===== config.mk =====
export PLATFORM = sky130hd
export DESIGN_NAME = lin_mode_ctrl
export DESIGN_NICKNAME = d
export VERILOG_FILES = /design/src/rtl/lin_mode_pkg.sv /design/src/rtl/lin_tick_timer.sv /design/src/rtl/lin_mode_fsm.sv /design/src/rtl/lin_txd_guard.sv /design/src/rtl/lin_mode_ctrl.sv
export SDC_FILE = /design/constraint.sdc
export NUM_CORES = 1
export LEC_CHECK = 0
export ABC_AREA = 1
export BUFFER_PORTS_ARGS = -buffer_cell sky130_fd_sc_hd__buf_2
export CAP_MARGIN = 10
export CORE_ASPECT_RATIO = 0.8
export CORE_MARGIN = 5
export CORE_UTILIZATION = 25
export DETAILED_ROUTE_END_ITERATION = 6
export SETUP_SLACK_MARGIN = 0.1
export SLEW_MARGIN = 20
export SYNTH_ARGS = -nofsm -noshare
export SYNTH_HDL_FRONTEND = slang
export SYNTH_HIERARCHICAL = 1
export SYNTH_SLANG_ARGS = --single-unit

===== constraint.sdc =====
create_clock -name clk_i -period 1.8 [get_ports clk_i]
set_input_delay 0.36 -clock clk_i [delete_from_list [all_inputs] [get_ports clk_i]]
set_output_delay 0.36 -clock clk_i [all_outputs]
set_load 0.01 [all_outputs]

===== src/rtl/lin_mode_pkg.sv =====
package lin_mode_pkg;
  typedef enum logic [1:0] {
    MODE_OFF   = 2'd0,
    MODE_PRE   = 2'd1,
    MODE_NORM  = 2'd2,
    MODE_SLEEP = 2'd3
  } lin_mode_e;

  // unknown variants fall back to variant 0
  function automatic int unsigned dom_ticks_sel(input int variant,
                                                input int unsigned a,
                                                input int unsigned b,
                                                input int unsigned c);
    if (variant == 1) return b;
    if (variant == 2) return c;
    return a;
  endfunction
endpackage


===== src/rtl/lin_tick_timer.sv =====
module lin_tick_timer #(
  parameter int unsigned TICKS = 4
) (
  input  logic clk_i,
  input  logic rst_ni,
  input  logic run_i,
  output logic done_o
);
  localparam int unsigned CW = $clog2(TICKS + 1);
  localparam logic [CW-1:0] LIMIT = CW'(TICKS);

  logic [CW-1:0] cnt_q;

  always_ff @(posedge clk_i or negedge rst_ni) begin
    if (!rst_ni)             cnt_q <= '0;
    else if (!run_i)         cnt_q <= '0;
    else if (cnt_q != LIMIT) cnt_q <= cnt_q + 1'b1;
  end

  assign done_o = (cnt_q == LIMIT);

  assert_cnt_bound_R4: assert property (@(posedge clk_i) disable iff (!rst_ni)
    cnt_q <= LIMIT);
  assert_cnt_clear_R4: assert property (@(posedge clk_i) disable iff (!rst_ni)
    !run_i |=> cnt_q == '0);
endmodule


===== src/rtl/lin_mode_fsm.sv =====
module lin_mode_fsm
  import lin_mode_pkg::*;
(
  input  logic      clk_i,
  input  logic      rst_ni,
  input  logic      vs_ok_i,
  input  logic      en_i,
  input  logic      bus_wake_i,
  input  logic      local_wake_i,
  input  logic      en_done_i,
  input  logic      sleep_done_i,
  output lin_mode_e mode_o
);
  lin_mode_e mode_q, mode_d;

  always_comb begin
    mode_d = mode_q;
    if (!vs_ok_i) mode_d = MODE_OFF;
    else begin
      unique case (mode_q)
        MODE_OFF:   mode_d = MODE_PRE;
        MODE_PRE:   if (en_i && en_done_i)      mode_d = MODE_NORM;
        MODE_NORM:  if (!en_i && sleep_done_i)  mode_d = MODE_SLEEP;
        MODE_SLEEP: if (bus_wake_i || local_wake_i) mode_d = MODE_PRE;
        default:    mode_d = MODE_OFF;
      endcase
    end
  end

  always_ff @(posedge clk_i or negedge rst_ni) begin
    if (!rst_ni) mode_q <= MODE_OFF;
    else         mode_q <= mode_d;
  end

  assign mode_o = mode_q;

  assert_vs_low_off_R2: assert property (@(posedge clk_i) disable iff (!rst_ni)
    !vs_ok_i |=> mode_q == MODE_OFF);
  assert_power_up_pre_R3: assert property (@(posedge clk_i) disable iff (!rst_ni)
    (mode_q == MODE_OFF && vs_ok_i) |=> mode_q == MODE_PRE);
  assert_norm_waits_R4: assert property (@(posedge clk_i) disable iff (!rst_ni)
    (mode_q == MODE_PRE && !en_done_i) |=> mode_q != MODE_NORM);
  assert_sleep_waits_R5: assert property (@(posedge clk_i) disable iff (!rst_ni)
    (mode_q == MODE_NORM && en_i) |=> mode_q != MODE_SLEEP);
  assert_wake_pre_R6: assert property (@(posedge clk_i) disable iff (!rst_ni)
    (mode_q == MODE_SLEEP && vs_ok_i && (bus_wake_i || local_wake_i)) |=> mode_q == MODE_PRE);
endmodule


===== src/rtl/lin_txd_guard.sv =====
module lin_txd_guard
  import lin_mode_pkg::*;
#(
  parameter int          VARIANT   = 0,
  parameter int unsigned DOM_TICKS = 40
) (
  input  logic      clk_i,
  input  logic      rst_ni,
  input  logic      vs_ok_i,
  input  lin_mode_e mode_i,
  input  logic      txd_i,
  output logic      dom_o,
  output logic      tmo_o
);
  logic in_norm, armed;

  assign in_norm = (mode_i == MODE_NORM);

  lin_tick_timer #(.TICKS(DOM_TICKS)) u_dom_timer (
    .clk_i  (clk_i),
    .rst_ni (rst_ni),
    .run_i  (vs_ok_i && in_norm && !txd_i),
    .done_o (tmo_o)
  );

  generate
    if (VARIANT == 1 || VARIANT == 2) begin : g_arm_on_high
      logic armed_q;
      always_ff @(posedge clk_i or negedge rst_ni) begin
        if (!rst_ni)       armed_q <= 1'b0;
        else if (!in_norm) armed_q <= 1'b0;
        else if (txd_i)    armed_q <= 1'b1;
      end
      assign armed = armed_q;

      assert_disarm_outside_norm_R10: assert property (@(posedge clk_i) disable iff (!rst_ni)
        !in_norm |=> !armed_q);
    end else begin : g_arm_always
      assign armed = 1'b1;
    end
  endgenerate

  assign dom_o = in_norm && !txd_i && armed && !tmo_o;

  assert_tmo_holds_R9: assert property (@(posedge clk_i) disable iff (!rst_ni)
    (tmo_o && !txd_i && in_norm && vs_ok_i) |=> tmo_o);
  assert_tmo_release_R9: assert property (@(posedge clk_i) disable iff (!rst_ni)
    txd_i |=> !tmo_o);
endmodule


===== src/rtl/lin_mode_ctrl.sv =====
module lin_mode_ctrl
  import lin_mode_pkg::*;
#(
  parameter int          VARIANT     = 0,
  parameter int unsigned PWRUP_TICKS = 100,
  parameter int unsigned NORM_TICKS  = 10,
  parameter int unsigned SLEEP_TICKS = 10,
  parameter int unsigned DOM_TICKS_A = 9000,
  parameter int unsigned DOM_TICKS_B = 55000,
  parameter int unsigned DOM_TICKS_C = 10000
) (
  input  logic       clk_i,
  input  logic       rst_ni,
  input  logic       vs_ok_i,
  input  logic       en_i,
  input  logic       txd_i,
  input  logic       bus_wake_i,
  input  logic       local_wake_i,
  output logic [1:0] mode_o,
  output logic       inh_o,
  output logic       comm_en_o,
  output logic       pullup_en_o,
  output logic       lin_dom_o,
  output logic       txd_tmo_o
);
  localparam int unsigned DOM_TICKS = dom_ticks_sel(VARIANT, DOM_TICKS_A, DOM_TICKS_B, DOM_TICKS_C);

  lin_mode_e mode;
  logic      pwr_done, en_done, sleep_done;

  lin_tick_timer #(.TICKS(PWRUP_TICKS)) u_pwr_timer (
    .clk_i (clk_i), .rst_ni (rst_ni), .run_i (vs_ok_i), .done_o (pwr_done)
  );

  lin_tick_timer #(.TICKS(NORM_TICKS)) u_en_timer (
    .clk_i (clk_i), .rst_ni (rst_ni),
    .run_i (vs_ok_i && mode == MODE_PRE && en_i), .done_o (en_done)
  );

  lin_tick_timer #(.TICKS(SLEEP_TICKS)) u_sleep_timer (
    .clk_i (clk_i), .rst_ni (rst_ni),
    .run_i (vs_ok_i && mode == MODE_NORM && !en_i), .done_o (sleep_done)
  );

  lin_mode_fsm u_fsm (
    .clk_i        (clk_i),
    .rst_ni       (rst_ni),
    .vs_ok_i      (vs_ok_i),
    .en_i         (en_i),
    .bus_wake_i   (bus_wake_i),
    .local_wake_i (local_wake_i),
    .en_done_i    (en_done),
    .sleep_done_i (sleep_done),
    .mode_o       (mode)
  );

  lin_txd_guard #(.VARIANT(VARIANT), .DOM_TICKS(DOM_TICKS)) u_guard (
    .clk_i   (clk_i),
    .rst_ni  (rst_ni),
    .vs_ok_i (vs_ok_i),
    .mode_i  (mode),
    .txd_i   (txd_i),
    .dom_o   (lin_dom_o),
    .tmo_o   (txd_tmo_o)
  );

  assign mode_o      = mode;
  assign inh_o       = pwr_done && (mode == MODE_PRE || mode == MODE_NORM);
  assign comm_en_o   = (mode == MODE_NORM);
  assign pullup_en_o = (mode == MODE_NORM);

  assert_inh_needs_supply_R3: assert property (@(posedge clk_i) disable iff (!rst_ni)
    !vs_ok_i |=> !inh_o);
  assert_dom_only_txd_low_R8: assert property (@(posedge clk_i) disable iff (!rst_ni)
    lin_dom_o |-> (!txd_i && pullup_en_o));
endmodule


Word level (Yosys, flattened, before mapping). Cells that the tools add are included.

Register bits: 31. Input port bits: 7. Output and inout port bits: 7. Logic and storage cells: 57.

$add $sub $neg: 4. Equality and inequality tests: 18. Multiplexer cells: 13. Reductions and logical operators: 17.

Operators by type and width (count): 14-bit two-way mux (2); 4-bit two-way mux (4); 14-bit by 1-bit adder with 14-bit output (second input constant) (1); 14-bit == test (second input constant) (1); 7-bit two-way mux (2); 14-bit != test (second input constant) (1); 1-bit logical AND (10); 4-bit by 1-bit adder with 4-bit output (second input constant) (2); 4-bit == test (second input constant) (2); 2-bit two-way mux (4); 4-bit != test (second input constant) (2); 2-bit one-hot mux with 4 select lines (1); 7-bit by 1-bit adder with 7-bit output (second input constant) (1); 7-bit == test (second input constant) (1); 7-bit != test (second input constant) (1); 3-bit by 2-bit != test with 1-bit output (second input constant) (2); 2-bit == test (second input constant) (2); 2-bit by 1-bit != test with 1-bit output (second input constant) (2); 2-bit != test (second input constant) (2); 1-bit zero test (3); 3-bit != test (second input constant) (1); 3-bit AND reduction (1); 2-bit by 1-bit == test with 1-bit output (second input constant) (1); 2-bit zero test (1); 1-bit logical OR (2).

Depth between registers and ports, before layout. Gate-level depths: netlist of run 1.

Word-level depth: 5. Depth in mapped cells: 9. Mapped depth without buffers: 9.

Modules after synthesis. The synthesis of run 1 kept the hierarchy.

Modules (own cells, without submodules): lin_tick_timer (u_guard.u_dom_timer) (instances 1, cells an instance 119, area each 873.3 sq um, sequential area each 350.3 sq um); lin_tick_timer (u_en_timer ...) (instances 2, cells an instance 27, area each 216.5 sq um, sequential area each 100.1 sq um); lin_tick_timer (u_pwr_timer) (instances 1, cells an instance 54, area each 420.4 sq um, sequential area each 175.2 sq um); lin_mode_fsm (instances 1, cells an instance 25, area each 186.4 sq um, sequential area each 50.0 sq um); lin_mode_ctrl (instances 1, cells an instance 12, area each 66.3 sq um, sequential area each 0.0 sq um); lin_txd_guard (instances 1, cells an instance 6, area each 28.8 sq um, sequential area each 0.0 sq um).

Worst setup path before layout of run 1. OpenSTA, ideal clock, no wires.

Kind: reg2out. Start point: reg u_pwr_timer.cnt_q[0]. End point: out inh_o. Data arrival time: 1.128 ns. Required time: 1.440 ns. Slack: 0.312 ns. Stages on the path, launching flop included: 9. Path buffers: 0. Cells stage by stage: dfrtp_1 inv_1 ha_1 nand2_1 nor2_4 nand2_4 inv_1 inv_1 nor2_1.

Word-level cells in the longest chain between the ends: 2.

RTL lines: start, declared (line lin_tick_timer.sv:12) `logic [CW-1:0] cnt_q;`; start signal, assigned (line lin_tick_timer.sv:17) `else if (cnt_q != LIMIT) cnt_q <= cnt_q + 1'b1;`; 7-bit == test (line lin_tick_timer.sv:20) `assign done_o = (cnt_q == LIMIT);`; net pwr_done (line lin_mode_ctrl.sv:29) `logic pwr_done, en_done, sleep_done;`; 1-bit logical AND (line lin_mode_ctrl.sv:68) `assign inh_o = pwr_done && (mode == MODE_PRE || mode == MODE_NORM);`; end, declared (line lin_mode_ctrl.sv:20) `output logic inh_o,`.

The timed path passes the listed nets, and every way through them passes these cells.

Worst setup path after layout of run 1.
Start point: reg u_guard.u_dom_timer.cnt_q[0]. End point: out lin_dom_o.

Word-level cells in the longest chain between the ends: 3.

RTL lines: start, declared (line lin_tick_timer.sv:12); start signal, assigned (line lin_tick_timer.sv:17); 14-bit == test (line lin_tick_timer.sv:20); 1-bit zero test (line lin_txd_guard.sv:43) `assign dom_o = in_norm && !txd_i && armed && !tmo_o;`; 1-bit logical AND (line lin_txd_guard.sv:43); end, declared (line lin_mode_ctrl.sv:23) `output logic lin_dom_o,`.

Every way passes these cells.

==> results of run 1 <==
sequential cells by signal, indices dropped and copies added, names as in the netlist:
register,flops
u_en_timer/cnt_q,4
u_guard/u_dom_timer/cnt_q,14
u_pwr_timer/cnt_q,7
u_fsm/mode_o,2
u_sleep_timer/cnt_q,4
synthesized netlist by cell type (4+ instances only):
cell / instances
ha_1: 14
nor2_4: 5
nand2_2: 5
inv_1: 40
nand4_1: 12
o21ai_0: 4
nor2_2: 4
dfrtp_1: 31
nor2_1: 45
a21oi_1: 4
nand3_1: 30
nand2_1: 57
stage by stage:
stage	hold slack, ns	TNS [ns]
2_1_floorplan	0.0644	0
3_3_place_gp	0.419	0
3_5_place_dp	0.414	0
4_1_cts	0.105	0
5_1_grt	0.121	-0.0796
6_report	0.0803	0
cell families after synthesis:
kind of cell | after synthesis | synth area share
buffers and inverters | 46 | 0.0879
flip-flops | 31 | 0.386
XOR/XNOR | 5 | 0.0218
AO/OA/AOI/OAI | 12 | 0.0374
AND/OR/NAND/NOR | 162 | 0.379
adder cells (fa/ha/maj) | 14 | 0.0872
power breakdown:
part / internal, uW / switching (uW)
Combinational: 134 / 191
Sequential: 731 / 61.1
Clock: 300 / 265
Total: 1170 / 517
worst register-to-register path, stage by stage (launching register included):
cell,delay (ns)
dfrtp_1,0.39
inv_2,0.09
ha_4,0.14
nand3_4,0.08
nor2_4,0.14
nand2_2,0.07
buf_4,0.13
buf_4,0.12
buf_4,0.12
buf_4,0.12
buf_4,0.13
nand3_2,0.05
nand2_1,0.05
layer usage:
layer | GRT usage | up-vias
li1 | - | 930
met1 | 0.138 | 832
met2 | 0.152 | 45
met3 | 0.0244 | 11
met4 | 0.0390 | 0
met5 | 0 | -
repair_timing:
item,4_1_cts,5_1_grt
gates resized for setup,18,8
endpoints found under the setup margin,3,4
hold endpoints to repair,0,0
buffers inserted,18,4
pin swaps,5,1
path summary, 6_finish.rpt:
check                                        startpoint                            to  depth (start not counted)
min                                              rst_ni  u_guard/u_dom_timer/cnt_q[6]                          2
min reg2reg                      u_sleep_timer/cnt_q[0]        u_sleep_timer/cnt_q[0]                          2
max reg2reg                u_guard/u_dom_timer/cnt_q[0]  u_guard/u_dom_timer/cnt_q[1]                         12
max in group asynchronous                        rst_ni               u_fsm/mode_o[0]                          2
min in group clk_i                              vs_ok_i          u_pwr_timer/cnt_q[5]                          3
max                        u_guard/u_dom_timer/cnt_q[0]                     lin_dom_o                          8
layout by cell type, fill, tap and decap left out, drive strengths merged:
master / netlist / routed
ha: 14 / 14
xnor2: 3 / 3
o21ai: 4 / 4
o31ai: 1 / 1
buf: 1 / 37
o21bai: 2 / 2
clkinv: 1 / 2
a21oi: 5 / 5
nand4: 12 / 12
clkbuf: 2 / 6
nand2: 63 / 63
inv: 42 / 42
xor2: 2 / 2
nor2: 54 / 54
dfrtp: 31 / 31
nand3: 33 / 33
cell type report:
type                    count  share of cell area
clock buffers               6              0.0325
inverters                  43              0.0635
flip-flops and latches     31               0.306
multi-input cells         193               0.443
well taps                 108              0.0532
repair buffers             37              0.0990
clock inverters             1             0.00197
==> results.yml, run 1 <==
setup_path:
  crit_top_cell: "inv_2"
  path_buf_inv: 3
  critPathMaxFanout: 2
  max_stage_delay_ns: 0.39
  cp-end-kind: "output pin"
  critPathRequiredTime_ns: 1.44
  cp.arrival_ns: 1.42
  crit_type: "flop to output pin"
  crit_chain: "inv_2, ha_4, nand3_4, nor2_4, nand2_2, inv_2, nor2_1, buf_2"
  ff2ff_setup_slack_ns: 0.06
  path_delay_family: "flip-flops"
  crit_slowest_cell: "dfrtp_1"
  start_kind: "flop"
sta:
  fin_ws_ns: 0.0209
  post-route-period-util: 0.988
  rsz0062_at_grt: "true"
  fin_crit_ns: 1.78
  finClkSkew_ns: 0.0103
  tightest_slew_ns: 0.419
  hold_violations: 0
  max_freq_ghz: 0.562
  maxSlewViolCount: 0
  setup_viol: 0
  slew_headroom: 0.721
power:
  powerDensity_mw_per_mm2: 662
  vdd_drop_max_mv: 0.469
  finalPower_uw: 1680
  leakagePower_uw: 0.00121
placed_design:
  dpl_cell_area_mm2: 0.00221
  hpwl_mm: 3.02
  gp_congestion: 0.870
  port_buffers: 13
  pre_cts_slack_ns: 0.201
  dpl.cell_count: 390
logic_synthesis:
  synth.distinct_cells: 24
  avgSynthCellArea_um2: 7.44
  syn_inst: 270
  syn-cell-area_mm2: 0.00201
  synth_area_leader_cell: "dfrtp_1"
  ys.flop_type: "dfrtp_1"
  ys_top_cells_by_area: "dfrtp_1 (39%), nand2_1 (11%), ha_1 (8.7%), nor2_1 (8.4%), inv_1 (7.5%)"
  ys_warn_count: 6
  synth_edf_count: 0
  synthArstFlopShare: 1.00
  syn-num-nets: 291
  yosysSeqAreaShare: 0.386
  synth_top_area_frac: 0.386
  ys_ff_latch: 31
min_path:
  min_path_type: "input pin to asynchronous set/reset pin"
floorplan:
  die_x_um: 110
  fp.dieH_um: 90.2
  fp.dieArea_mm2: 0.00994
  fp.coreArea_mm2: 0.00787
  initial_core_util: 0.255
  io_pins: 14
  rows: 29
global_routing:
  overflow: 0
  grt_pass1_vias: 1744
  grt_pass1_wl_mm: 8.08
  grt_start_max_net_pins: 32
  antenna_found_initial: 0
  track_usage: 0.101
clock_network:
  clock_latency_ns: 0.29
  cts_tree: "done"
  cts_root_buf: "clkbuf_8"
  clock_sinks: 31
  htreeDepth: 2
  cts_buffer_depth: 2
  cts_made_buffers: 5
  postCtsHoldBufs: 0
  cts.reportedPaths.clkPinSlew_ns: 0.07
detailed_routing:
  vias: 1818
  drt-total-wl_mm: 4.72
  route.detailed.drc: 0
  highest_layer: "met4"
  viasPerCell: 4.34
  dr.first_iter.drc_count: 62
  ant_nets: 0
  route.met2.wl_mm: 2.10
  wl_met1_mm: 2.26
  wl_per_cell_um: 11.3
  detail_route.first_pass.iterations: 5
  wl_met3_um: 254
finish:
  seqCellArea_um2: 778
  layout-drive-gt1-share: 0.277
  fin_nets: 332
  syn2layout_area_growth_pct: 26.5
  fill_cells: 833
  finalNonFillerCells: 419
  multi_input_area_mm2: 0.00113
  final_cell_area_mm2: 0.00254
  diodes: 0
  utilization: 0.323
run_status:
  status: "completed"
flow_run:
  cap_violations: 0
Power figures use the tool's default switching activity.
==> run 2, diff against run 1 <==
--- a/config.mk
+++ b/config.mk
@@ -9,7 +9,6 @@
 export BUFFER_PORTS_ARGS = -buffer_cell sky130_fd_sc_hd__buf_2
 export CAP_MARGIN = 10
 export CORE_ASPECT_RATIO = 0.8
-export CORE_MARGIN = 5
 export CORE_UTILIZATION = 25
 export DETAILED_ROUTE_END_ITERATION = 6
 export SETUP_SLACK_MARGIN = 0.1
==> run 2 against run 1 <==
- fmax fell by 0.13%
- wire length is 3.2% lower
- sequential share of layout area increased by 0.56 points
==> results.yml, run 2 (same netlist as run 1, synthesis figures left out) <==
power:
  switching_power_uw: 517
  powerDensity_mw_per_mm2: 675
  vdd_drop_max_mv: 0.237
  p_int_uw: 1170
  clock_power_share: 0.334
  switching_share: 0.306
  combPwrFrac: 0.198
  seqPwrFrac: 0.469
  leakagePower_uw: 0.00119
sta:
  setup_viol: 0
  fin_ws_ns: 0.0186
  fin_crit_ns: 1.78
  rsz0062_at_grt: "true"
  post-route-period-util: 0.990
  max_freq_ghz: 0.561
  maxSlewViolCount: 0
  tightest_slew_ns: 0.424
  slew_headroom: 0.717
  finClkSkew_ns: 0.00392
  hold_violations: 0
setup_path:
  ff2ff_setup_slack_ns: 0.20
  start_kind: "flop"
  cp.arrival_ns: 1.42
  max_stage_delay_ns: 0.40
  cp-end-kind: "output pin"
  crit_top_cell: "inv_2"
  reg2regPathDepth: 11
  r2r-end: "u_guard/u_dom_timer/cnt_q[1]"
  crit_chain: "inv_2, ha_4, nand2_4, nor2_4, nand2_4, inv_2, inv_2, nor2_1, buf_2"
  crit_type: "flop to output pin"
  reg2reg_from: "u_guard/u_dom_timer/cnt_q[0]"
  path_delay_family: "flip-flops"
  critPathMaxFanout: 3
  path_buf_inv: 4
  critPathRequiredTime_ns: 1.44
  crit_slowest_cell: "dfrtp_1"
floorplan:
  rows: 28
  initial_core_util: 0.264
  fp.coreArea_mm2: 0.00760
  fp.dieArea_mm2: 0.00840
  fp.dieH_um: 82.2
  die_x_um: 102
  io_pins: 14
clock_network:
  cts_made_buffers: 5
  cts.reportedPaths.clkPinSlew_ns: 0.07
  htreeDepth: 2
  cts_buffer_depth: 2
  clock_latency_ns: 0.28
  cts_tree: "done"
  clock_sinks: 31
  cts_root_buf: "clkbuf_8"
placed_design:
  port_buffers: 13
  dpl_cell_area_mm2: 0.00220
  pre_cts_slack_ns: 0.194
  gp_congestion: 0.784
  hpwl_mm: 3.09
finish:
  top_register: "u_guard/u_dom_timer/cnt_q"
  final_common_cell: "nand2_1"
  reg_top3: "u_guard/u_dom_timer/cnt_q x14, u_pwr_timer/cnt_q x7"
  layout-drive-gt1-share: 0.269
  final_cell_area_mm2: 0.00250
  most-common-layout-cells: "nand2_1 (56), nor2_1 (41), inv_1 (33)"
  fin_nets: 330
  syn2layout_area_growth_pct: 24.4
  largest_reg_flops: 14
  diodes: 0
flow_run:
  cap_violations: 0
run_status:
  status: "completed"
global_routing:
  grt_start_max_net_pins: 32
  grt_pass1_wl_mm: 7.85
  track_usage: 0.124
  antenna_found_initial: 0
  grt_pass1_vias: 1695
  overflow: 0
detailed_routing:
  dr.first_iter.drc_count: 52
  vias: 1791
  ant_nets: 0
  viasPerCell: 4.33
  route.detailed.drc: 0
  detail_route.first_pass.iterations: 4
  wl_per_cell_um: 11.0
  drt-total-wl_mm: 4.57
min_path:
  min_path_type: "input pin to asynchronous set/reset pin"
run 2: worst max path at each step:
stage,cells after the start,start,end
after floorplan,8,u_pwr_timer/cnt_q[0],inh_o
after global placement,9,u_pwr_timer/cnt_q[0],inh_o
after detailed placement,9,u_pwr_timer/cnt_q[0],inh_o
after CTS,9,u_pwr_timer/cnt_q[0],inh_o
after global routing,9,u_pwr_timer/cnt_q[0],inh_o
final,9,u_pwr_timer/cnt_q[0],inh_o
run 2: per-stage QoR:
step	power, uW	hold WS, ns	setup TNS, ns	utilization	std cells
finish	1690	0.0852	0	0.329	414
global route	1800	0.131	-0.0753	0.329	414
CTS	1700	0.0998	0	0.326	412
detailed placement	1100	0.417	0	0.290	387
global placement	1090	0.411	0	0.290	387
floorplan	992	0.0644	0	-	270
run 2: what timing repair did:
item                       4_1_cts  5_1_grt
setup endpoints to repair        3        8
cloned                           0        0
hold buffers                     0        0
setup buffers                   18        4
gates resized for setup         19        3
pin swaps                        5        4
run 2: final cells by class:
type	count	area [um2]
clock buffers	6	82.6
clock inverters	1	5.00
fillers	827	5100
inverters	43	161
multi-input cells	193	1110
flip-flops and latches	31	779
well taps	105	131
repair buffers	35	230
run 2: power by group through the flow:
| stage | logic (uW) | clock network, uW | registers, uW |
|---|---|---|---|
| finish | 333 | 563 | 790 |
| global route | 390 | 616 | 798 |
| global placement | 289 | 0 | 806 |
| floorplan | 192 | 0 | 800 |
| CTS | 326 | 586 | 792 |
| detailed placement | 295 | 0 | 808 |
run 2: per-layer routing:
layer | global-route usage | wire (um) | vias up
li1 | - | - | 929
met3 | 0.0286 | 173 | 8
met4 | 0.0614 | 76 | 0
met5 | 0 | 0 | -
met1 | 0.165 | 2360 | 831
met2 | 0.191 | 1960 | 23
==> run 3, diff against run 2 <==
--- a/config.mk
+++ b/config.mk
@@ -11,9 +11,9 @@
 export CORE_ASPECT_RATIO = 0.8
 export CORE_UTILIZATION = 25
 export DETAILED_ROUTE_END_ITERATION = 6
+export MAX_ROUTING_LAYER = met4
 export SETUP_SLACK_MARGIN = 0.1
 export SLEW_MARGIN = 20
 export SYNTH_ARGS = -nofsm -noshare
 export SYNTH_HDL_FRONTEND = slang
-export SYNTH_HIERARCHICAL = 1
 export SYNTH_SLANG_ARGS = --single-unit
==> run 3 against run 2 <==
- the flow now finishes with violations (negative setup slack)
- worst setup slack lost 0.070 ns
- final cell count down 14%
- via count is 12% lower
- power decreased by 3.3%
- register-to-register slack improved by 0.08 ns
- worst hold slack improved by 0.045 ns
- critical path type unchanged
- largest cell class unchanged
==> results.yml, run 3 <==
run_status:
  status: "finished, violations left"
  violations: "negative setup slack"
floorplan:
  io_pins: 14
  fp.dieArea_mm2: 0.00774
  initial_core_util: 0.263
  fp.dieH_um: 78.9
  fp.coreArea_mm2: 0.00703
  rows: 27
  die_x_um: 98.1
setup_path:
  crit_chain: "inv_2, ha_4, nand3_2, or2_4, nor2_4, nor2_2, buf_2"
  critPathMaxFanout: 2
  crit_type: "flop to output pin"
  critPathRequiredTime_ns: 1.44
  crit_slowest_cell: "dfrtp_1"
  max_stage_delay_ns: 0.39
  cp-end-kind: "output pin"
  start_kind: "flop"
  cp.arrival_ns: 1.49
sta:
  final.setup.tns_ns: -0.0554
  hold_violations: 0
  slew_headroom: 0.526
  fin_crit_ns: 1.85
  max_freq_ghz: 0.540
  finClkSkew_ns: 0.00443
  fin_ws_ns: -0.0518
  setup_viol: 2
  holdWs_ns: 0.130
  tightest_slew_ns: 0.711
  post-route-period-util: 1.03
  rsz0062_at_grt: "true"
  maxSlewViolCount: 0
finish:
  fin_nets: 287
  reg_top3: "u_guard.u_dom_timer.cnt_q x14, u_pwr_timer.cnt_q x7"
  utilization: 0.316
  final_common_cell: "nand2_1"
  layout-drive-gt1-share: 0.209
  syn2layout_area_growth_pct: 20.2
  top_register: "u_guard.u_dom_timer.cnt_q"
  largest_reg_flops: 14
  fill_cells: 747
  diodes: 0
  most-common-layout-cells: "nand2_1 (51), nor2_1 (39), dfrtp_1 (31)"
global_routing:
  grt_pass1_vias: 1409
  grt_pass1_wl_mm: 6.34
  overflow: 0
  antenna_found_initial: 0
  grt_start_max_net_pins: 32
  track_usage: 0.105
detailed_routing:
  route.detailed.drc: 0
  vias: 1575
  detail_route.first_pass.iterations: 4
  drt-total-wl_mm: 3.79
  dr.first_iter.drc_count: 60
  ant_nets: 0
  viasPerCell: 4.44
  wl_per_cell_um: 10.7
power:
  vdd_drop_max_mv: 0.290
  powerDensity_mw_per_mm2: 734
  leakagePower_uw: 0.000998
logic_synthesis:
  synth_edf_count: 0
  synth.distinct_cells: 22
  ys.flop_type: "dfrtp_1"
  ys_top_cells_by_area: "dfrtp_1 (42%), nand2_1 (11%), nor2_1 (8.3%), ha_1 (8.1%), nand3_1 (6.0%)"
  ys_top_cells_by_count: "nand2_1 (52), nor2_1 (41), dfrtp_1 (31)"
  syn-cell-area_mm2: 0.00185
  yosysSeqAreaShare: 0.420
  ys_ff_latch: 31
  yosysMostFrequentCell: "nand2_1"
  avgSynthCellArea_um2: 7.69
  syn_inst: 240
  synth_top_area_frac: 0.420
  synthArstFlopShare: 1.00
  synth_area_leader_cell: "dfrtp_1"
  syn-num-nets: 259
  ys_warn_count: 0
clock_network:
  cts_buffer_depth: 2
  htreeDepth: 2
  cts.reportedPaths.clkPinSlew_ns: 0.07
  postCtsHoldBufs: 0
  cts_root_buf: "clkbuf_8"
  clock_sinks: 31
  clock_latency_ns: 0.28
  cts_tree: "done"
  cts_made_buffers: 5
placed_design:
  gp_congestion: 0.789
  hpwl_mm: 2.63
  port_buffers: 13
flow_run:
  cap_violations: 0
min_path:
  min_path_type: "input pin to asynchronous set/reset pin"
[run 3: logic make-up (layout without fill, tap and decap cells)]
logic type,count (synthesis),after routing,share of synthesized area
simple gates,139,139,0.341
fa+ha+maj,12,12,0.0813
xor+xnor,7,7,0.0332
buf+inv,32,60,0.0711
compound gates,19,19,0.0528
flops,31,31,0.420
[run 3: final timing paths]
kind                                              start  slack, ns                       endpoint  depth (start not counted)
max                        u_guard.u_dom_timer.cnt_q[0]      -0.05                      lin_dom_o                          7
min                                              rst_ni       0.13         u_sleep_timer.cnt_q[0]                          1
max reg2reg                             u_fsm.mode_o[0]       0.28   u_guard.u_dom_timer.cnt_q[4]                          7
min reg2reg                      u_sleep_timer.cnt_q[3]       0.55         u_sleep_timer.cnt_q[3]                          2
max in group asynchronous                        rst_ni       1.21  u_guard.u_dom_timer.cnt_q[11]                          1
min in group clk_i                              vs_ok_i       0.39           u_pwr_timer.cnt_q[5]                          3
[run 3: cell type report]
type                       count  area, um2  share of cell area
multi-input combinational    177        985               0.444
sequential                    31        776               0.349
timing repair buffer          24        154              0.0693
inverter                      29        109              0.0490
tap                           87        109              0.0490
clock buffer                   6       82.6              0.0372
clock inverter                 1       5.00             0.00225
[run 3: routing by layer]
metal / part of all wire / wire length, um / up-vias / track usage
met1: 0.53 / 2030 / 742 / 0.144
met4: 0.011 / 42 / 0 / 0.0409
li1: - / - / 810 / -
met3: 0.026 / 97 / 4 / 0.0238
met2: 0.43 / 1620 / 19 / 0.151
met5: 0 / 0 / - / -
[run 3: power by group]
part / leakage [uW] / internal [uW] / switching (uW)
sequential: 0.000428 / 729 / 40.0
clock: 0.0000470 / 300 / 259
combinational: 0.000523 / 127 / 175
[run 3: through the flow]
| stage | total power, uW | area [um2] | cells | worst slack (ns) |
|---|---|---|---|---|
| 5_1_grt | 1740 | 2220 | 355 | -0.136 |
| 3_3_place_gp | 1050 | 2010 | 338 | 0.128 |
| 6_report | 1630 | 2220 | 355 | -0.0518 |
| 2_1_floorplan | 965 | 1850 | 240 | 0.230 |
| 4_1_cts | 1630 | 2150 | 351 | -0.0593 |
| 3_5_place_dp | 1050 | 2010 | 338 | 0.104 |
[run 3: repair_timing]
| action | CTS | global route |
|---|---|---|
| gates cloned | 0 | 0 |
| setup endpoints to repair | 3 | 3 |
| setup buffers | 6 | 4 |
| pin swaps | 2 | 4 |
| endpoints found under the hold margin | 0 | 0 |
| gates resized for setup | 5 | 10 |
[run 3: critical path: cells and delay by family (launching register included)]
kind / cells / cell delay [ns]
flip-flops: 1 / 0.39
buffers and inverters: 2 / 0.22
AND/OR/NAND/NOR: 4 / 0.46
adder cells (fa/ha/maj): 1 / 0.14
